===== config.mk =====
export PLATFORM = sky130hd
export DESIGN_NAME = recfg_id_seq
export DESIGN_NICKNAME = d
export VERILOG_FILES = /design/src/rtl/recfg_pkg.sv /design/src/rtl/recfg_cfg_bank.sv /design/src/rtl/recfg_walker.sv /design/src/rtl/recfg_rd_mux.sv /design/src/rtl/recfg_id_seq.sv
export SDC_FILE = /design/constraint.sdc
export NUM_CORES = 1
export LEC_CHECK = 0
export ABC_CLOCK_PERIOD_IN_PS = 2670
export BUFFER_PORTS_ARGS = -buffer_cell sky130_fd_sc_hd__clkbuf_2
export CAP_MARGIN = 10
export CORE_UTILIZATION = 50
export DETAILED_ROUTE_END_ITERATION = 8
export HOLD_SLACK_MARGIN = 0.02
export PLACE_DENSITY_LB_ADDON = 0.3
export SYNTH_ARGS = -nofsm -noshare
export SYNTH_HDL_FRONTEND = slang
export SYNTH_SLANG_ARGS = --single-unit

===== constraint.sdc =====
create_clock -name clk -period 2.67 [get_ports clk]
set_input_delay 0.1335 -clock clk [delete_from_list [all_inputs] [get_ports clk]]
set_output_delay 0.1335 -clock clk [all_outputs]
set_load 0.05 [all_outputs]

===== src/rtl/recfg_pkg.sv =====
package recfg_pkg;
    localparam int ID_W   = 15;
    localparam int WORD_W = 32;
    localparam int HALF_W = WORD_W / 2;

    typedef struct packed {
        logic            act;
        logic [ID_W-1:0] id;
    } slot_t;
endpackage


===== src/rtl/recfg_cfg_bank.sv =====
module recfg_cfg_bank #(
    parameter int NUM_WORDS = 20,
    parameter int ADDR_W    = 5
) (
    input  logic                                       clk,
    input  logic                                       rst_n,
    input  logic                                       wr_en,
    input  logic                                       lock,
    input  logic [ADDR_W-1:0]                          addr,
    input  logic [recfg_pkg::WORD_W-1:0]               wdata,
    output logic [NUM_WORDS-1:0][recfg_pkg::WORD_W-1:0] words_o
);
    typedef struct packed {
        logic [NUM_WORDS-1:0][recfg_pkg::WORD_W-1:0] words;
    } bank_st_t;

    bank_st_t st_d, st_q;

    always_comb begin
        st_d = st_q;
        for (int i = 0; i < NUM_WORDS; i++) begin
            if (wr_en && !lock && addr == ADDR_W'(i)) begin
                st_d.words[i] = wdata;
            end
        end
    end

    always_ff @(posedge clk or negedge rst_n) begin
        if (!rst_n) begin
            st_q <= '0;
        end else begin
            st_q <= st_d;
        end
    end

    assign words_o = st_q.words;
endmodule


===== src/rtl/recfg_walker.sv =====
module recfg_walker #(
    parameter int NUM_SLOTS  = 40,
    parameter int SLOT_IDX_W = 6,
    parameter int CNT_W      = 6
) (
    input  logic                  clk,
    input  logic                  rst_n,
    input  logic                  start,
    input  recfg_pkg::slot_t      cur_slot,
    input  logic                  req_ack,
    output logic [SLOT_IDX_W-1:0] slot_idx,
    output logic                  req_valid,
    output logic                  busy,
    output logic                  done,
    output logic [CNT_W-1:0]      issued_cnt
);
    localparam logic [SLOT_IDX_W-1:0] LAST_SLOT = SLOT_IDX_W'(NUM_SLOTS - 1);

    typedef struct packed {
        logic                  busy;
        logic                  done;
        logic [SLOT_IDX_W-1:0] slot;
        logic [CNT_W-1:0]      cnt;
    } walk_st_t;

    walk_st_t st_d, st_q;
    logic     slot_zero;

    assign slot_zero = (cur_slot.id == '0);

    always_comb begin
        st_d      = st_q;
        st_d.done = 1'b0;
        req_valid = st_q.busy && !slot_zero;
        if (!st_q.busy) begin
            if (start) begin
                st_d.busy = 1'b1;
                st_d.slot = '0;
                st_d.cnt  = '0;
            end
        end else if (slot_zero) begin
            st_d.busy = 1'b0;
            st_d.done = 1'b1;
        end else if (req_ack) begin
            st_d.cnt = st_q.cnt + 1'b1;
            if (st_q.slot == LAST_SLOT) begin
                st_d.busy = 1'b0;
                st_d.done = 1'b1;
            end else begin
                st_d.slot = st_q.slot + 1'b1;
            end
        end
    end

    always_ff @(posedge clk or negedge rst_n) begin
        if (!rst_n) begin
            st_q <= '0;
        end else begin
            st_q <= st_d;
        end
    end

    assign slot_idx   = st_q.slot;
    assign busy       = st_q.busy;
    assign done       = st_q.done;
    assign issued_cnt = st_q.cnt;
endmodule


===== src/rtl/recfg_rd_mux.sv =====
module recfg_rd_mux #(
    parameter int NUM_WORDS = 20,
    parameter int ADDR_W    = 5,
    parameter int CNT_W     = 6
) (
    input  logic [ADDR_W-1:0]                           addr,
    input  logic [NUM_WORDS-1:0][recfg_pkg::WORD_W-1:0] words,
    input  logic [CNT_W-1:0]                            cnt,
    output logic [recfg_pkg::WORD_W-1:0]                rdata
);
    always_comb begin
        rdata = '0;
        for (int i = 0; i < NUM_WORDS; i++) begin
            if (addr == ADDR_W'(i)) begin
                rdata = words[i];
            end
        end
        if (addr == ADDR_W'(NUM_WORDS)) begin
            rdata = {{(recfg_pkg::WORD_W - CNT_W){1'b0}}, cnt};
        end
    end
endmodule


===== src/rtl/recfg_id_seq.sv =====
module recfg_id_seq #(
    parameter int NUM_WORDS = 20,
    parameter int ADDR_W    = 5
) (
    input  logic        clk,
    input  logic        rst_n,
    input  logic        cfg_we,
    input  logic [ADDR_W-1:0] cfg_addr,
    input  logic [31:0] cfg_wdata,
    output logic [31:0] cfg_rdata,
    input  logic        start,
    output logic        req_valid,
    output logic [14:0] req_id,
    output logic        req_active,
    input  logic        req_ack,
    output logic        busy,
    output logic        ready,
    output logic        done
);
    import recfg_pkg::*;

    localparam int NUM_SLOTS  = 2 * NUM_WORDS;
    localparam int SLOT_IDX_W = $clog2(NUM_SLOTS);
    localparam int CNT_W      = $clog2(NUM_SLOTS + 1);

    logic [NUM_WORDS-1:0][WORD_W-1:0] words_q;
    logic [SLOT_IDX_W-1:0]            slot_idx;
    logic [WORD_W-1:0]                cur_word;
    slot_t                            cur_slot;
    logic [CNT_W-1:0]                 issued_cnt;

    recfg_cfg_bank #(.NUM_WORDS(NUM_WORDS), .ADDR_W(ADDR_W)) bank_i (
        .clk(clk), .rst_n(rst_n), .wr_en(cfg_we), .lock(busy),
        .addr(cfg_addr), .wdata(cfg_wdata), .words_o(words_q)
    );

    assign cur_word = words_q[slot_idx[SLOT_IDX_W-1:1]];
    assign cur_slot = slot_idx[0] ? cur_word[WORD_W-1:HALF_W] : cur_word[HALF_W-1:0];

    recfg_walker #(.NUM_SLOTS(NUM_SLOTS), .SLOT_IDX_W(SLOT_IDX_W), .CNT_W(CNT_W)) walk_i (
        .clk(clk), .rst_n(rst_n), .start(start), .cur_slot(cur_slot),
        .req_ack(req_ack), .slot_idx(slot_idx), .req_valid(req_valid),
        .busy(busy), .done(done), .issued_cnt(issued_cnt)
    );

    recfg_rd_mux #(.NUM_WORDS(NUM_WORDS), .ADDR_W(ADDR_W), .CNT_W(CNT_W)) rd_i (
        .addr(cfg_addr), .words(words_q), .cnt(issued_cnt), .rdata(cfg_rdata)
    );

    assign req_id     = cur_slot.id;
    assign req_active = cur_slot.act;
    assign ready      = ~busy;
endmodule


After elaboration in Yosys (flattened, before gate mapping)
Cells that the tools add are included.

Add/subtract/negate cells: 2. Order comparisons: 1. Eq/ne operators: 24. Mux-type cells: 34. Bitwise operators: 1. Reduce and logical (&&, ||, !) cells: 29.

Operator list (number): 32-bit two-way mux (22); 32-bit binary-select mux with 5-bit select (1); 5-bit by 4-bit == test with 1-bit output, second input constant (8); 12-bit two-way mux (3); 5-bit == test, second input constant (5); 1-bit logical AND (22); 5-bit by 3-bit == test with 1-bit output, second input constant (4); 16-bit two-way mux (1); 15-bit logical NOT (1); 14-bit two-way mux (1); 6-bit by 1-bit adder with 6-bit output, second input constant (2); 5-bit by 2-bit == test with 1-bit output, second input constant (2); 6-bit == test, second input constant (1); 5-bit by 6-bit < comparator with 1-bit output, second input constant (1); 6-bit two-way mux (1); 2-bit inequality test, second input constant (3); 5-bit by 1-bit == test with 1-bit output, second input constant (1); 5-bit logical NOT (1); 2-bit two-way mux (2); 4-bit AND reduction (1); 1-bit two-way mux (3); 3-bit AND reduction (1); 1-bit logical NOT (2); 2-bit nonzero test (1); 1-bit NOT (1).

Bits in registers: 654. Input bits: 42.

Logic depth before layout (Yosys ltp)
Depth in word-level cells: 22. Gate-level depth with buffers: 14. Depth with buffers taken out: 9.

Cells and area by module
Synthesis repeated with hierarchy kept, for this count alone.

Cells, all modules: 2915. Area total of the unflattened synthesis: 36247.3 sq um.

By module, submodules not included: recfg_cfg_bank (instances 1, cells an instance 1437, area an instance 23966.7 sq um, sequential area each 16015.4 sq um); recfg_rd_mux (instances 1, cells an instance 965, area an instance 6195.9 sq um, sequential area each 0.0 sq um); recfg_id_seq (instances 1, cells an instance 439, area an instance 5288.8 sq um, sequential area each 0.0 sq um); recfg_walker (instances 1, cells an instance 74, area an instance 795.8 sq um, sequential area each 350.3 sq um).

Least setup slack after synthesis
Ideal clock, no wire load.

Path kind: register to output. From: reg walk_i.st_q, in the netlist walk_i.slot_idx[4]. To: out req_valid. Data arrival time: 3.498 ns. Data required time: 2.536 ns. Path slack: -0.961 ns. Cell stages (with the launch flop): 10. Cells stage by stage: dfrtp_1 > clkbuf_1 > nor3b_1 > a22o_1 > a31oi_1 > o2111ai_1 > nor4_1 > and2_0 > buf_2 > a21oi_1.

Longest elaborated chain between the ends: 6.

Ends and longest elaborated chain: from (decl) (line recfg_walker.sv:26) `walk_st_t st_d, st_q;`; from (signal assigned) (line recfg_walker.sv:59) `st_q <= st_d;`; 32-bit binary-select mux with 5-bit select (line recfg_id_seq.sv:37) `assign cur_word = words_q[slot_idx[SLOT_IDX_W-1:1]];`; 32-bit two-way mux (implied by the code) (line recfg_id_seq.sv:37); 16-bit two-way mux (line recfg_id_seq.sv:38) `assign cur_slot = slot_idx[0] ? cur_word[WORD_W-1:HALF_W] : cur_word[HALF_W-1:0];`; net req_id[14] (line recfg_id_seq.sv:13) `output logic [14:0] req_id,`; 15-bit logical NOT (line recfg_walker.sv:29) `assign slot_zero = (cur_slot.id == '0);`; 1-bit logical NOT (line recfg_walker.sv:34) `req_valid = st_q.busy && !slot_zero;`; 1-bit logical AND (line recfg_walker.sv:34); to (decl) (line recfg_id_seq.sv:12) `output logic req_valid,`.

The timed path passes the listed nets, and every way through them passes these cells. The select of a mux whose other input is x is not followed.

Final worst setup path
From: reg walk_i.st_q, in the netlist walk_i.slot_idx[1]. To: out req_valid.

Longest elaborated chain between the ends: 6.

Ends and longest elaborated chain (line): 32-bit binary-select mux with 5-bit select (recfg_id_seq.sv:37); 32-bit two-way mux (implied by the code) (recfg_id_seq.sv:37); 16-bit two-way mux (recfg_id_seq.sv:38); 15-bit logical NOT (recfg_walker.sv:29); 1-bit logical NOT (recfg_walker.sv:34); 1-bit logical AND (recfg_walker.sv:34).

Every way passes these cells. The select of a mux whose other input is x is not followed.

==> flow_metrics.py <==
metrics = {
    "outcome": {
        "status": "finished, violations left",
        "failed_checks": "setup timing",
    },
    "worst_setup_path": {
        "cpMaxStageDelayCell": "mux4_2",
        "crit_family": "simple AND/OR/NAND/NOR gates",
        "endpoint_kind": "output port",
        "cp_common_cell": "buf_12",
        "critical_path_required_ns": 2.54,
        "ff2ff_setup_slack_ns": -0.87,
        "crit_buf_inv": 5,
        "worstReg2RegStart": "walk_i.slot_idx[1]",
        "reg2regPathDepth": 15,
        "critPathLaunchType": "register",
        "crit_fanout": 7,
        "slowest_delay_ns": 0.65,
        "path_class": "register to output port",
        "timing.rr.end": "walk_i.slot_idx[0]",
        "arrival_ns": 3.65,
        "path_cells": "buf_12 > buf_12 > buf_12 > mux4_2 > mux2i_1 > nor2_1 > nor3_4 > nand4_1 > nor4b_4 > buf_12 > a21oi_4 > buf_12",
    },
    "synth": {
        "syn-instance-count": 2712,
        "ys_seq_area_share_pct": 47.78,
        "yosys_register_bits": 654,
        "synth-main-ff-cell": "dfrtp_1",
        "synth_edf_count": 0,
        "synthArstFlopShare_pct": 100.0,
        "synth_nets": 2756,
        "avgSynthCellArea_um2": 12.63,
        "synth_top_area_share_pct": 47.78,
        "netlist-cell-type-count": 64,
        "yosysWarnings": 0,
        "synth_area_leader_cell": "dfrtp_1",
        "ys_top_cells_by_area": "dfrtp_1 48%, mux2_2 21%, mux4_2 8.0%",
        "synth_area_um2": 34250,
    },
    "clock_tree": {
        "path_clk_slew_ns": 0.06,
        "clk_latency_ns": 0.64,
        "cts_inserted_buffers": 76,
        "cts_max_level": 3,
        "cts_sinks": 654,
        "cts_tree": "built",
        "cts_buffer_depth": 3,
        "cts_root_buffer": "clkbuf_16",
    },
    "route": {
        "drtIter0Drc": 4362,
        "final_antenna_net_count": 0,
        "finalWirelength_mm": 150.1,
        "route.detailed.drc": 0,
        "vias": 29710,
        "vias_per_cell": 7.057,
        "wl_per_cell_um": 35.65,
        "first_pass_iters": 6,
    },
    "sta": {
        "drv_slew": 0,
        "period_needed_ns": 3.784,
        "tightest_slew_ns": 0.9990,
        "hold_viol": 0,
        "finalSetupTns_ns": -21.31,
        "slew_headroom_pct": 33.24,
        "grt_setup_unrepaired": "yes",
        "worst_slack_ns": -1.114,
        "maxClockFrequency_ghz": 0.2642,
        "fin_crit_sh_pct": 141.7,
        "skew_ns": 0.02357,
        "setup_viol": 34,
    },
    "placement": {
        "io_buffers": 93,
        "dp_hpwl_mm": 103.1,
        "dp_slack_ns": -0.9974,
        "gp_congestion": 1.051,
    },
    "floorplan": {
        "core_area_um2": 67510,
        "start_util_pct": 50.73,
        "die_area_um2": 69560,
        "core.rowCount": 95,
        "io_pins": 94,
        "die-height_um": 263.7,
        "dieWidth_um": 263.7,
    },
    "pwr": {
        "power_leakage_uw": 0.02094,
        "power_density_nw_per_um2": 955.2,
        "vdd_ir_drop_max_mv": 0.5833,
    },
    "global_routing": {
        "gr-total-overflow": 0,
        "grt_antenna_before_repair": 5,
        "grt_pass1_vias": 30150,
        "grtUsageTotal_pct": 43.05,
        "grt_pass1_wl_mm": 214.3,
        "grt_max_degree": 108,
    },
    "layout": {
        "num-fill-cells": 4833,
        "area_growth_syn_to_layout_pct": 33.57,
        "fin_nets": 3324,
        "drive_gt1_share_pct": 55.25,
    },
    "job": {
        "drv_cap": 0,
    },
    "min_path": {
        "min_path_type": "input pin to register",
        "hold_depth": 2,
        "min_to": "bank_i.words_o[307]",
        "hold_path_startpoint": "cfg_wdata[19]",
    },
}
-- layout make-up --
type	count	area [um2]	share of cell area (%)
repair buffers	755	7571	16.55
multi-input cells	1784	18010	39.36
well taps	873	1092	2.388
clock inverters	28	427.9	0.9353
diodes	1	2.502	0.005470
clock buffers	106	2238	4.893
inverters	9	33.78	0.07384
flip-flops and latches	654	16380	35.80
-- state kept, by name, summed over array words and instances (netlist names) --
register / flops
walk_i.done: 1
walk_i.busy: 1
walk_i.issued_cnt: 6
bank_i.words_o: 640
walk_i.slot_idx: 6
-- power by group --
group          leakage (uW)  switching (uW)  internal, uW  total [uW]
sequential          0.00871            2210         12500       14700
clock               0.00132            4350          6890       11200
combinational        0.0109            8460          9340       17800
-- layer usage --
layer | global-route usage (%) | share of wire (%) | up-vias
met1 | 56.03 | 36 | 14990
met5 | 0 | 0.012 | -
met2 | 60.84 | 42 | 2418
met4 | 29.05 | 8.2 | 4
met3 | 14.62 | 14 | 726
li1 | - | - | 11570
-- how the worst max path moves through the flow --
stage / endpoint / slack, ns / cells past startpoint / startpoint
final: req_valid / -1.11 / 12 / walk_i.slot_idx[1]
after global routing: req_valid / -1.12 / 12 / walk_i.slot_idx[1]
after CTS: req_valid / -1.05 / 14 / walk_i.slot_idx[1]
after detailed placement: walk_i.slot_idx[1] / -1.0 / 14 / walk_i.slot_idx[1]
after global placement: walk_i.slot_idx[1] / -0.93 / 14 / walk_i.slot_idx[1]
after floorplan: walk_i.slot_idx[0] / -0.32 / 12 / walk_i.slot_idx[1]
-- timing repair --
| action | CTS | global route |
|---|---|---|
| cloned | 4 | 2 |
| endpoints found under the hold margin | 226 | 0 |
| pin swaps | 64 | 71 |
| hold buffers | 5 | 0 |
| resized for setup | 179 | 106 |
| setup endpoints to repair | 51 | 56 |
| setup buffers | 55 | 29 |
-- cell usage after synthesis (3+ instances only) --
library cell	number
a211o_1	3
a22o_1	55
buf_6	10
and2_1	9
a22oi_1	140
a2111oi_0	6
a221o_1	8
o21ai_0	71
o221ai_1	6
a311oi_1	3
nand2_1	168
or3_1	3
buf_1	59
nor3b_1	3
buf_8	5
nor4b_1	3
o2111ai_1	16
nor2b_1	20
a222oi_1	15
nand4_1	31
nor2_1	67
a41oi_1	3
dfrtp_1	654
nand2b_1	6
o211ai_1	6
mux2_2	647
mux4_2	122
a21o_1	3
buf_4	3
buf_2	22
inv_1	7
a211oi_1	12
nor4_1	7
a221oi_1	48
and3_1	10
mux2i_1	94
nand3_1	29
nor3_1	19
a21oi_1	59
nor3_2	3
o22a_1	4
a31oi_1	26
clkbuf_1	165
o22ai_1	31
-- through the flow --
step / instance area, um2 / utilization, % / hold WS [ns] / total power (uW) / instances
6_report: 45750 / 67.76 / 0.03779 / 43700 / 4210
4_1_cts: 45220 / 66.98 / 0.02075 / 42530 / 4190
3_5_place_dp: 41080 / 60.84 / 0.1684 / 29540 / 3998
3_3_place_gp: 41080 / 60.84 / 0.1615 / 29130 / 3998
2_1_floorplan: 34640 / - / -0.1621 / 22460 / 2712
5_1_grt: 45750 / 67.76 / 0.08045 / 44860 / 4209
-- cell families after synthesis --
| kind of cell | count (synthesis) | synth area share [%] |
|---|---|---|
| muxes | 863 | 32.04 |
| DFF | 654 | 47.78 |
| AOI/OAI and AO/OA | 525 | 11.10 |
| and+or+nand+nor | 394 | 5.508 |
| buffers and inverters | 274 | 3.503 |
| adders and majority gates | 2 | 0.07305 |
-- cells in the final DEF (no fill, tap or decap), types with 15 or more instances in the layout --
cell type	netlist	routed
nand2_2	0	29
nand4_1	31	31
a22oi_2	0	17
mux4_2	122	122
a221oi_1	48	43
nand2_1	168	136
dfrtp_1	654	650
a222oi_1	15	15
a22o_1	55	54
a21oi_1	59	45
nand3_1	29	27
buf_12	0	128
a22oi_1	140	123
nor2_1	67	49
nor2b_1	20	17
clkbuf_2	1	38
clkbuf_8	0	16
buf_4	3	517
mux2_2	647	645
o22ai_1	31	27
mux2i_1	94	89
buf_6	10	43
clkbuf_16	0	83
o21ai_0	71	51
Power figures use the tool's default switching activity.
